File: src/rtl/elev3_pkg.sv
package elev3_pkg;

   // Output style of the controller
   typedef enum logic {
      FORM_MEALY = 1'b0,
      FORM_MOORE = 1'b1
   } form_e;

   // Number of distinct relative commands for a given floor count
   function automatic int unsigned cmd_count(input int unsigned floors);
      return 2 * floors - 1;
   endfunction

endpackage

File: src/rtl/elev3_req_arb.sv
module elev3_req_arb #(
   parameter int unsigned NUM_FLOORS = 3,
   parameter int unsigned FLW        = 2
) (
   input  logic                  req_vld,
   input  logic [NUM_FLOORS-1:0] req_lines,
   output logic                  hit,
   output logic [FLW-1:0]        tgt
);

   // Scan from the top floor down so the lowest set line is kept last
   always_comb begin
      hit = req_vld && (|req_lines);
      tgt = '0;
      for (int k = NUM_FLOORS - 1; k >= 0; k--) begin
         if (req_lines[k]) tgt = FLW'(k);
      end
   end

endmodule

File: src/rtl/elev3_offset.sv
module elev3_offset #(
   parameter int unsigned NUM_FLOORS = 3,
   parameter int unsigned FLW        = 2,
   parameter int unsigned NI         = 5
) (
   input  logic           en,
   input  logic [FLW-1:0] cur,
   input  logic [FLW-1:0] tgt,
   output logic [NI-1:0]  cmd
);

   localparam int unsigned MAX_OFS = NUM_FLOORS - 1;
   localparam int unsigned IW      = FLW + 1;

   // Biased offset: tgt - cur + MAX_OFS, always in 0 .. 2*MAX_OFS
   logic [IW-1:0] idx;

   always_comb begin
      idx = IW'(tgt) + IW'(MAX_OFS) - IW'(cur);
   end

   for (genvar i = 0; i < NI; i++) begin : g_dec
      assign cmd[i] = en && (idx == IW'(i));
   end

endmodule

File: src/rtl/elev3_floor_reg.sv
module elev3_floor_reg #(
   parameter int unsigned FLW = 2
) (
   input  logic           clk,
   input  logic           rst,
   input  logic           load,
   input  logic [FLW-1:0] nxt,
   output logic [FLW-1:0] floor_q
);

   always_ff @(posedge clk) begin
      if (rst) begin
         floor_q <= '0;
      end else if (load) begin
         floor_q <= nxt;
      end
   end

endmodule

File: src/rtl/elev3_ctrl.sv
module elev3_ctrl #(
   parameter int unsigned       NUM_FLOORS = 3,
   parameter elev3_pkg::form_e  FORM       = elev3_pkg::FORM_MEALY,
   localparam int unsigned      FLW        = $clog2(NUM_FLOORS),
   localparam int unsigned      NI         = elev3_pkg::cmd_count(NUM_FLOORS)
) (
   input  logic                  clk,
   input  logic                  rst,
   input  logic                  req_vld,
   input  logic [NUM_FLOORS-1:0] req_lines,
   output logic [NI-1:0]         move_o
);

   localparam int unsigned   MAX_OFS  = NUM_FLOORS - 1;
   localparam logic [NI-1:0] STAY_CMD = NI'(1) << MAX_OFS;

   if (NUM_FLOORS < 2) begin : g_bad_floors
      $error("elev3_ctrl: NUM_FLOORS must be at least 2");
   end
   if (NI != 2 * NUM_FLOORS - 1) begin : g_bad_width
      $error("elev3_ctrl: command width does not match floor count");
   end

   logic           call_hit;
   logic [FLW-1:0] call_tgt;
   logic [FLW-1:0] cur_floor;
   logic [NI-1:0]  cmd_comb;

   elev3_req_arb #(
      .NUM_FLOORS (NUM_FLOORS),
      .FLW        (FLW)
   ) u_arb (
      .req_vld   (req_vld),
      .req_lines (req_lines),
      .hit       (call_hit),
      .tgt       (call_tgt)
   );

   elev3_offset #(
      .NUM_FLOORS (NUM_FLOORS),
      .FLW        (FLW),
      .NI         (NI)
   ) u_ofs (
      .en  (call_hit),
      .cur (cur_floor),
      .tgt (call_tgt),
      .cmd (cmd_comb)
   );

   elev3_floor_reg #(
      .FLW (FLW)
   ) u_floor (
      .clk     (clk),
      .rst     (rst),
      .load    (call_hit),
      .nxt     (call_tgt),
      .floor_q (cur_floor)
   );

   if (FORM == elev3_pkg::FORM_MOORE) begin : g_moore
      // State = stored floor plus last issued command
      logic [NI-1:0] cmd_q;
      always_ff @(posedge clk) begin
         if (rst) begin
            cmd_q <= STAY_CMD;
         end else begin
            cmd_q <= cmd_comb;
         end
      end
      assign move_o = cmd_q;
   end else begin : g_mealy
      assign move_o = cmd_comb;
   end

endmodule

File: config.mk
export PLATFORM = sky130hd
export DESIGN_NAME = elev3_ctrl
export DESIGN_NICKNAME = d
export VERILOG_FILES = /design/src/rtl/elev3_pkg.sv /design/src/rtl/elev3_req_arb.sv /design/src/rtl/elev3_offset.sv /design/src/rtl/elev3_floor_reg.sv /design/src/rtl/elev3_ctrl.sv
export SDC_FILE = /design/constraint.sdc
export NUM_CORES = 1
export LEC_CHECK = 0
export BUFFER_PORTS_ARGS = -buffer_cell sky130_fd_sc_hd__buf_2
export CORE_AREA = 2 2 39 41
export DETAILED_ROUTE_END_ITERATION = 12
export DIE_AREA = 0 0 41 43
export PLACE_DENSITY = 0.35
export SLEW_MARGIN = 20
export SYNTH_ARGS = -nofsm -noshare
export SYNTH_HDL_FRONTEND = slang
export SYNTH_SLANG_ARGS = --single-unit
File: constraint.sdc
create_clock -name clk -period 2.55 [get_ports clk]
set_clock_uncertainty 0.15 [all_clocks]
set_input_delay 0.51 -clock clk [delete_from_list [all_inputs] [get_ports clk]]
set_output_delay 0.51 -clock clk [all_outputs]
set_load 0.02 [all_outputs]
==> impl_results.md, run 1 <==
* CTS tree: done
* Top FF cell, synth: dfxtp_1
* Status: completed
* RSZ-0062 raised after global routing: yes
* Area leader, netlist: dfxtp_1
* Yosys warning count at 0
* Final Cycle Share at 97.4%
* Post-synthesis cell type count at 18
* Worst-Margin Slew at 0.337 ns
* Share of layout cells above drive strength 1 at 63.6%
* Largest register FFs at 2
* Area of the core at 0.00138 sq mm
* Top Registers: u_floor.floor_q x2
* CP max FO at 5
* Post-synth top cells: 3 x ha_1, 3 x nor3_1
* Port buffer count at 10
* Cts hold-fix bufs at 0
* PD cells at 398 mW/mm^2
* Starting Density at 17.1%
* Aggregate global-route resource usage at 7.62%
* Slew Viols, Final at 0
* Htree depth at 1
* Max Cap Viol at 0
* Worst Path Arrival at 1.82 ns
* CP Class: input pin to output pin
* Crit-path max cell delay at 0.28 ns
* Post-synthesis sequential area ratio at 16.9%
* Worst slew margin at 77.5%
* First-pass GRT wire length at 903 um
* Min Tclk post-route at 2.48 ns
* Clock tree sinks at 2
* Pin count of the biggest net entering global routing at 6
* Die width at 41 um
* Net count after synthesis at 35
* Clock Tree Buf Depth at 2
* Yosys top cell area share at 16.9%
* Post-route ant nets at 0
* Die height at 43 um
* Vias in the first global route at 234
* Crit-path cells: buf_8, nor2_4, nand2_1, ha_1, inv_2, ha_4, xor2_4, nor4b_2, buf_4
* Drt drc at 0
* Max Freq at 0.403 GHz
* Worst path slowest cell: ha_1
* Async SR Flop Fraction at 0%
* EDFF count, synth at 0
* Final WL at 541 um
* Area contributors post-synth: dfxtp_1 17%, ha_1 16%, o31ai_4 9.0%
* Critical Path Source Type: input pin
* Ant. Diodes at 0
* Final Hold Vio Count at 0
* Crit end category: output pin
* Clk_lat worst skew at 0.22 ns
* Cells after Synth at 26
* Setup tns final at 0 ns
* Area Overhead vs Synth at 83.1%
* CTS root buf: clkbuf_4
* Mean post-synth cell area at 9.10 sq um
* CTS buffer count at 3
* Site row count at 14
* Most flop-heavy register: u_floor.floor_q
* Final setup fails at 0
* Final #Nets at 55
* Lkg Pwr at 0.191 nW
* Number of top-level pins at 11
* Hold Slack at 0.342 ns
* Pre-antenna DRT Iters at 1
* Clk slew on worst S/H paths at 0.03 ns
* Layout fillers at 162
* Fin util at 31.3%
* Vias per cell at 4.10
* Placer Congestion at 0.703
* CP required at 1.89 ns
* Initial antenna violation count at 0
* Netlist Area Pre-Place at 236 sq um
* Initial DRC count at 0
* Maximum VDD drop at 159 uV
* Per-cell routed wire length at 9.02 um
* Worst Path Buf+Inv at 3
* FF+latch count, synth at 2
* Grt ovf at 0
* Die ar. at 0.00176 sq mm
* Hold Crit Class: input pin to flop
* Crit path max-delay family: adder cells
* Vias at 246
-- area by class of cell --
type | instances | area [sq um] | area share [%]
multi-input cells | 22 | 234 | 54.0
repair buffers | 15 | 109 | 25.1
flip-flops and latches | 2 | 40.0 | 9.25
clock buffers | 3 | 22.5 | 5.20
well taps | 16 | 20.0 | 4.62
inverters | 2 | 7.51 | 1.73
-- final timing paths --
path / endpoint / slack [ns] / start / cells after the start
setup / recovery: move_o[3] / 0.07 / req_lines[1] / 9
hold / removal: u_floor.floor_q[1] / 0.34 / rst / 2
setup reg to reg: u_floor.floor_q[0] / 1.76 / u_floor.floor_q[0] / 2
hold reg to reg: u_floor.floor_q[1] / 0.37 / u_floor.floor_q[1] / 2
-- what timing repair did --
action	CTS	global route
gates resized for setup	5	8
buffers inserted	0	1
endpoints found under the setup margin	2	5
pin swaps	1	0
-- metrics by stage --
stage | worst slack (ns) | power [mW] | std cells | instance area, sq um
after global placement | -0.0380 | 0.0881 | 56 | 343
after detailed placement | -0.0517 | 0.0892 | 56 | 343
after global routing | -0.0173 | 0.191 | 60 | 433
final | 0.0671 | 0.172 | 60 | 433
after CTS | 0.0133 | 0.173 | 59 | 399
after floorplan | -0.00997 | 0.0681 | 26 | 243
-- cells in the final DEF (no fill, tap or decap), types with 2 or more instances in the layout --
cell type / n
buf_2: 6
buf_4: 7
clkbuf_4: 3
dfxtp_1: 2
ha_1: 2
inv_2: 2
nand2_1: 2
nor3_1: 3
or2b_1: 2
-- kinds of logic (layout without fill, tap and decap cells) --
kind of cell,after synthesis,after routing,synth area share (%)
AO/OA/AOI/OAI,5,5,20.1
AND/OR/NAND/NOR,13,13,37.0
XOR/XNOR,1,1,6.88
buffers and inverters,2,20,3.18
flip-flops,2,2,16.9
adder cells (fa/ha/maj),3,3,15.9
-- report_power, final --
group	switching [mW]	internal, mW	total (mW)	leakage, nW
clock	0.0157	0.0517	0.0674	0.0138
combinational	0.0349	0.0364	0.0713	0.161
sequential	0.000717	0.0330	0.0338	0.0164
-- per-layer routing --
layer / vias to the layer above / GRT usage (%) / part of all wire, %
met5: - / 0 / 0
met4: 0 / 6.00 / 0
met3: 0 / 1.57 / 2.0
met2: 3 / 11.9 / 57
met1: 112 / 8.31 / 41
li1: 131 / - / -
(Power assumes the default switching activity.)
==> inputs of run 2 (changes only) <==
--- a/config.mk
+++ b/config.mk
@@ -5,11 +5,13 @@
 export SDC_FILE = /design/constraint.sdc
 export NUM_CORES = 1
 export LEC_CHECK = 0
+export ABC_AREA = 1
 export BUFFER_PORTS_ARGS = -buffer_cell sky130_fd_sc_hd__buf_2
 export CORE_AREA = 2 2 39 41
 export DETAILED_ROUTE_END_ITERATION = 12
 export DIE_AREA = 0 0 41 43
-export PLACE_DENSITY = 0.35
+export PLACE_DENSITY = 0.33
+export RECOVER_POWER = 25
 export SLEW_MARGIN = 20
 export SYNTH_ARGS = -nofsm -noshare
 export SYNTH_HDL_FRONTEND = slang
==> run 2 against run 1 <==
Via count is 2.4% higher; flip-flop and latch count stayed put; sequential power is 1% lower; critical endpoint is now move_o[1]; wire length is 3.0% higher; synthesized area is 7.4% lower.
==> impl_results.md, run 2 <==
* Terminus of the critical flop-to-flop path: u_floor.floor_q[1]
* Vias in the first global route at 228 (-2.6%)
* Placer Congestion at 0.660 (-6.2%)
* Async SR Flop Fraction at 0% (unchanged)
* Yosys warning count at 0 (unchanged)
* Max Freq at 0.405 GHz (+0.57%)
* Drt drc at 0 (unchanged)
* Worst-Margin Slew at 0.187 ns (-0.150 ns)
* Pin count of the biggest net entering global routing at 8 (+2)
* PD cells at 381 mW/mm^2 (-4.4%)
* Status: completed
* Lkg Pwr at 0.197 nW (+3.1%)
* Mean post-synth cell area at 7.06 sq um (-22%)
* Net count after synthesis at 40 (+14%)
* Ant. Diodes at 0 (unchanged)
* Grt ovf at 0 (unchanged)
* Clock Tree Buf Depth at 2 (unchanged)
* Pwr Total at 164 uW (-4.7%)
* Crit end category: output pin
* Site row count at 14 (unchanged)
* RSZ-0062 raised after global routing: yes
* CTS buffer count at 3 (unchanged)
* Final WL at 557 um (+3.0%)
* EDFF count, synth at 0 (unchanged)
* Final std cells w/o fill at 64 (+6.7%)
* Critical hold path startpoint: rst
* Area contributors post-synth: dfxtp_1 18%, ha_1 17%, inv_1 10%
* Largest register FFs at 2 (unchanged)
* Most flop-heavy register: u_floor.floor_q
* Port buffer count at 10 (unchanged)
* Crit-path cells: buf_8, nor2_4, nand2_2, ha_4, inv_2, ha_4, xnor2_4, nand2_2, nor3_2, buf_4
* Post-route ant nets at 0 (unchanged)
* Top FF cell, synth: dfxtp_1
* Worst path slowest cell: ha_4
* First-pass GRT wire length at 890 um (-1.4%)
* Worst slew margin at 87.5% (+10 points)
* Final Cycle Share at 96.8% (-0.56 points)
* Final setup fails at 0 (unchanged)
* Yosys top cell area share at 18.3% (+1.4 points)
* Number of top-level pins at 11 (unchanged)
* Clk slew on worst S/H paths at 0.03 ns (about the same)
* R2R depth at 2 (unchanged)
* Vias at 252 (+2.4%)
* CTS tree: done
* Final #Nets at 59 (+7.3%)
* CP Class: input pin to output pin
* Clock tree sinks at 2 (unchanged)
* Top Registers: u_floor.floor_q x2
* Crit path max-delay family: adder cells
* Initial DRC count at 2 (+2)
* Worst Path Arrival at 1.81 ns (about the same)
* Starting Density at 15.8% (-1.3 points)
* Post-synth top cells: 6 x inv_1, 6 x nand2_1, 3 x ha_1, 3 x nand3_1, 3 x nor3_1
* Vias per cell at 3.94 (-4.0%)
* Share of layout cells above drive strength 1 at 66.7% (+3.0 points)
* Die width at 41 um (unchanged)
* Die ar. at 0.00176 sq mm (unchanged)
* Final Hold Vio Count at 0 (unchanged)
* Area leader, netlist: dfxtp_1
* Pre-antenna DRT Iters at 2 (+1)
* CP required at 1.89 ns (about the same)
* Critical Path Source Type: input pin
* CTS root buf: clkbuf_4
* Placed cells at 61 (+8.9%)
* Hold Crit Class: input pin to flop
* Min Tclk post-route at 2.47 ns (-0.0142 ns)
* Maximum VDD drop at 260 uV (+63%)
* Worst reg2reg startpoint: u_floor.floor_q[1]
* Crit-path max cell delay at 0.26 ns (-0.02 ns)
* CP max FO at 4 (-1)
* FF+latch count, synth at 2 (unchanged)
* Per-cell routed wire length at 8.70 um (-3.5%)
* Worst Hold Path EP: u_floor.floor_q[0]
* Cells after Synth at 31 (+19%)
* Worst Path Buf+Inv at 3 (unchanged)
* Register-to-register setup slack at 1.77 ns (about the same)
* Netlist Area Pre-Place at 219 sq um (-7.4%)
* Post-CTS Setup Inserts at 0 (unchanged)
* Htree depth at 1 (unchanged)
* Post-synthesis cell type count at 13 (-5)
* Commonest non-fill, non-tap cell in the layout: buf_4
* Clk_lat worst skew at 0.22 ns (about the same)
* Hold Crit Depth at 2 (unchanged)
* Area Overhead vs Synth at 97.1%
* Layout fillers at 154 (-4.9%)
* Initial antenna violation count at 0 (unchanged)
* Post-synthesis sequential area ratio at 18.3% (+1.4 points)
* Max Cap Viol at 0 (unchanged)
* Die height at 43 um (unchanged)
* Area of the core at 0.00138 sq mm (unchanged)
* Slew Viols, Final at 0 (unchanged)
* Aggregate global-route resource usage at 7.72% (+0.10 points)
* Most frequent cells in the layout: 8 x buf_4, 4 x inv_1, 4 x nand2_2, 4 x buf_2
* Cts hold-fix bufs at 0 (unchanged)
-- run 2: cell types whose count changed after synthesis, moves of 2 or more --
| cell | delta |
|---|---|
| nand3_1 | +3 |
| nand2_1 | +4 |
| inv_1 | +4 |
| or2b_1 | -2 |
-- run 2: how the worst max path moves through the flow --
stage                            start        end  slack [ns]  cells after the start
after floorplan           req_lines[1]  move_o[1]       -0.06                      8
after global routing      req_lines[0]  move_o[3]       -0.03                     10
final                     req_lines[0]  move_o[1]        0.08                     10
after global placement    req_lines[1]  move_o[3]       -0.12                     10
after CTS                 req_lines[0]  move_o[1]       -0.02                     10
after detailed placement  req_lines[1]  move_o[1]       -0.06                     10
-- run 2: cell type report --
| cell class | instances | area, sq um | share of cell area, % |
|---|---|---|---|
| well taps | 16 | 20.0 | 4.64 |
| flip-flops and latches | 2 | 40.0 | 9.28 |
| repair buffers | 14 | 106 | 24.6 |
| inverters | 6 | 22.5 | 5.22 |
| multi-input cells | 23 | 220 | 51.0 |
| clock buffers | 3 | 22.5 | 5.22 |
-- run 2: cell families after synthesis --
family / after synthesis / synth area share (%)
xor+xnor: 1 / 7.43
flops: 2 / 18.3
buf+inv: 6 / 10.3
simple gates: 17 / 42.3
fa+ha+maj: 3 / 17.1
compound gates: 2 / 4.57
-- run 2: metal layers --
metal / vias to the layer above / wire, um / GRT usage, %
li1: 134 / - / -
met1: 109 / 222 / 9.27
met2: 9 / 273 / 10.3
met3: 0 / 60 / 6.28
met4: 0 / 0 / 2.00
met5: - / 0 / 0
-- run 2: repair_timing --
item,CTS,global route
setup endpoints to repair,5,5
pin swaps,7,4
endpoints found under the hold margin,0,0
resized for setup,8,11
-- run 2: where the power goes --
part	leakage, nW	switching, mW	total (mW)	internal, mW
Sequential	0.0163	0.000782	0.0334	0.0326
Clock	0.0138	0.0170	0.0688	0.0519
Combinational	0.167	0.0316	0.0621	0.0305
Total	0.197	0.0494	0.164	0.115
-- run 2: through the flow --
step	area (sq um)	util (%)	hold WS (ns)	setup slack [ns]	TNS, ns
2_1_floorplan	224	-	0.287	-0.0647	-0.129
3_3_place_gp	324	23.4	0.309	-0.120	-0.348
3_5_place_dp	324	23.4	0.315	-0.0599	-0.142
4_1_cts	390	28.2	0.302	-0.0173	-0.0173
5_1_grt	432	31.2	0.318	-0.0322	-0.0465
6_report	432	31.2	0.305	0.0813	0
==> inputs of run 3 (changes only) <==
--- a/config.mk
+++ b/config.mk
@@ -12,6 +12,7 @@
 export DIE_AREA = 0 0 41 43
 export PLACE_DENSITY = 0.33
 export RECOVER_POWER = 25
+export REMOVE_ABC_BUFFERS = 1
 export SLEW_MARGIN = 20
 export SYNTH_ARGS = -nofsm -noshare
 export SYNTH_HDL_FRONTEND = slang
==> run 3 against run 2 <==
Critical path depth is the same; count of clock-buffer cells in the layout is the same; wire length shrank 9.7%; total power shrank 2.7%; clock power shrank 2%; critical path type unchanged; maximum frequency is essentially flat; global-route usage shrank 0.093 points; combinational power shrank 5.0%; register-to-register slack gained 0.06 ns; sequential share of layout area grew 0.60 points.
==> impl_results.md, run 3 (synthesis gave the netlist of run 2 again) <==
* Pre-antenna DRT Iters at 2 (unchanged)
* CP required at 1.89 ns (about the same)
* Worst reg2reg startpoint: u_floor.floor_q[1]
* Worst Setup SP: req_lines[0]
* R2R depth at 2 (unchanged)
* Maximum VDD drop at 254 uV (-2.5%)
* Final WS setup at 0.0814 ns (+0.0000519 ns)
* Clk slew on worst S/H paths at 0.03 ns (about the same)
* Vias per cell at 3.84 (-2.4%)
* Per-cell routed wire length at 7.98 um (-8.3%)
* Drt drc at 0 (unchanged)
* Critical Path Source Type: input pin
* Most frequent cells in the layout: 7 x buf_4, 4 x inv_1, 4 x nand2_1, 4 x buf_2
* Ant. Diodes at 0 (unchanged)
* DP Wirelength at 420 um
* Crit end category: output pin
* Die height at 43 um (unchanged)
* Final #Nets at 58 (-1.7%)
* Pwr Total at 160 uW (-2.7%)
* Area Overhead vs Synth at 85.1%
* Max Cap Viol at 0 (unchanged)
* Status: completed
* Initial DRC count at 1 (-1)
* Clock tree sinks at 2 (unchanged)
* Switching power total at 46.8 uW (-5.1%)
* Starting Density at 15.8% (unchanged)
* Initial antenna violation count at 0 (unchanged)
* Grt ovf at 0 (unchanged)
* Part of the power in combinational logic at 36.9% (-0.9 points)
* Final Cycle Share at 96.8% (about the same)
* Register-to-register setup slack at 1.83 ns (+0.06 ns)
* Die width at 41 um (unchanged)
* First-pass GRT wire length at 862 um (-3.1%)
* CP max FO at 4 (unchanged)
* Post-route ant nets at 0 (unchanged)
* Worst slew margin at 87.6% (+0.13 points)
* Port buffer count at 10 (unchanged)
* Hold Crit Class: input pin to flop
* Aggregate global-route resource usage at 7.62% (-0.093 points)
* Commonest non-fill, non-tap cell in the layout: buf_4
* Final setup fails at 0 (unchanged)
* Worst Path Arrival at 1.81 ns (about the same)
* Placer Congestion at 0.632 (-4.2%)
* Post-Place Worst Slack at -0.0789 ns (-0.0189 ns)
* Final WL at 503 um (-9.7%)
* Top Registers: u_floor.floor_q x2
* Most flop-heavy register: u_floor.floor_q
* Die ar. at 0.00176 sq mm (unchanged)
* Min Tclk post-route at 2.47 ns (-0.0000519 ns)
* Htree depth at 1 (unchanged)
* CTS tree: done
* Worst setup path end: move_o[4]
* Clock Power Share at 42.3% (+0.4 points)
* Reg power frac at 20.7% (+0.4 points)
* PD cells at 395 mW/mm^2 (+3.6%)
* CP Class: input pin to output pin
* Terminus of the critical flop-to-flop path: u_floor.floor_q[1]
* Slew Viols, Final at 0 (unchanged)
* CTS root buf: clkbuf_4
* Final Hold Vio Count at 0 (unchanged)
* Site row count at 14 (unchanged)
* Hold Slack at 0.313 ns (+0.00707 ns)
* Lkg Pwr at 0.189 nW (-3.8%)
* Sw frac at 29.3% (-0.74 points)
* Vias at 242 (-4.0%)
* Pin count of the biggest net entering global routing at 8 (unchanged)
* Largest register FFs at 2 (unchanged)
* Vias in the first global route at 228 (unchanged)
* Pint at 113 uW (-1.7%)
* Area of the core at 0.00138 sq mm (unchanged)
* CTS buffer count at 3 (unchanged)
* Worst-Margin Slew at 0.185 ns (-0.00198 ns)
* Max Freq at 0.405 GHz (about the same)
* Number of top-level pins at 11 (unchanged)
* Clock Tree Buf Depth at 2 (unchanged)
* Clk_lat worst skew at 0.22 ns (about the same)
* Share of layout cells above drive strength 1 at 61.7% (-5.0 points)
[run 3: layer usage]
layer / vias up / global-route usage [%] / share of wire (%)
met5: - / 0 / 0
met4: 0 / 2.00 / 0
met3: 0 / 6.28 / 8.3
met2: 9 / 10.6 / 43
met1: 101 / 8.65 / 48
li1: 132 / - / -
[run 3: final cells by class]
| cell class | instances | area (sq um) |
|---|---|---|
| Inverter | 6 | 22.5 |
| Sequential cell | 2 | 40.0 |
| Timing Repair Buffer | 13 | 95.1 |
| Multi-Input combinational cell | 23 | 205 |
| Clock buffer | 3 | 22.5 |
| Tap cell | 16 | 20.0 |
| Fill cell | 158 | 978 |
[run 3: what timing repair did]
action / CTS / global route
hold buffers: 0 / 0
gates resized for setup: 5 / 12
pin swaps: 7 / 3
buffers inserted: 0 / 1
endpoints found under the setup margin: 4 / 5
[run 3: power by group through the flow]
stage               sequential (mW)  clock, mW  combinational, mW
floorplan                    0.0334          0             0.0274
global placement             0.0337          0             0.0440
detailed placement           0.0336          0             0.0438
CTS                          0.0332     0.0715             0.0480
global route                 0.0333     0.0744             0.0663
finish                       0.0332     0.0677             0.0590
[run 3: metrics by stage]
step / utilization, % / std cells / area [sq um] / TNS (ns)
detailed placement: 22.0 / 59 / 304 / -0.222
finish: 29.3 / 63 / 405 / 0
global route: 29.3 / 63 / 405 / -0.00968
floorplan: - / 31 / 219 / -0.155
global placement: 22.0 / 59 / 304 / -0.263
CTS: 25.4 / 62 / 352 / -0.0517
[run 3: worst min-delay path by stage]
stage	start	endpoint	depth (start not counted)	slack, ns
after floorplan	u_floor.floor_q[0]	u_floor.floor_q[0]	2	0.29
after global placement	u_floor.floor_q[0]	u_floor.floor_q[0]	2	0.32
after detailed placement	u_floor.floor_q[0]	u_floor.floor_q[0]	2	0.32
after CTS	rst	u_floor.floor_q[1]	2	0.30
after global routing	rst	u_floor.floor_q[1]	2	0.32
final	rst	u_floor.floor_q[1]	2	0.31
[run 3: critical path, cell delays in order]
cell     delay, ns
buf_6         0.10
nor2_4        0.09
nand2_1       0.06
ha_1          0.28
inv_2         0.04
ha_4          0.16
xnor2_4       0.13
buf_4         0.14
nor3_2        0.14
buf_4         0.16
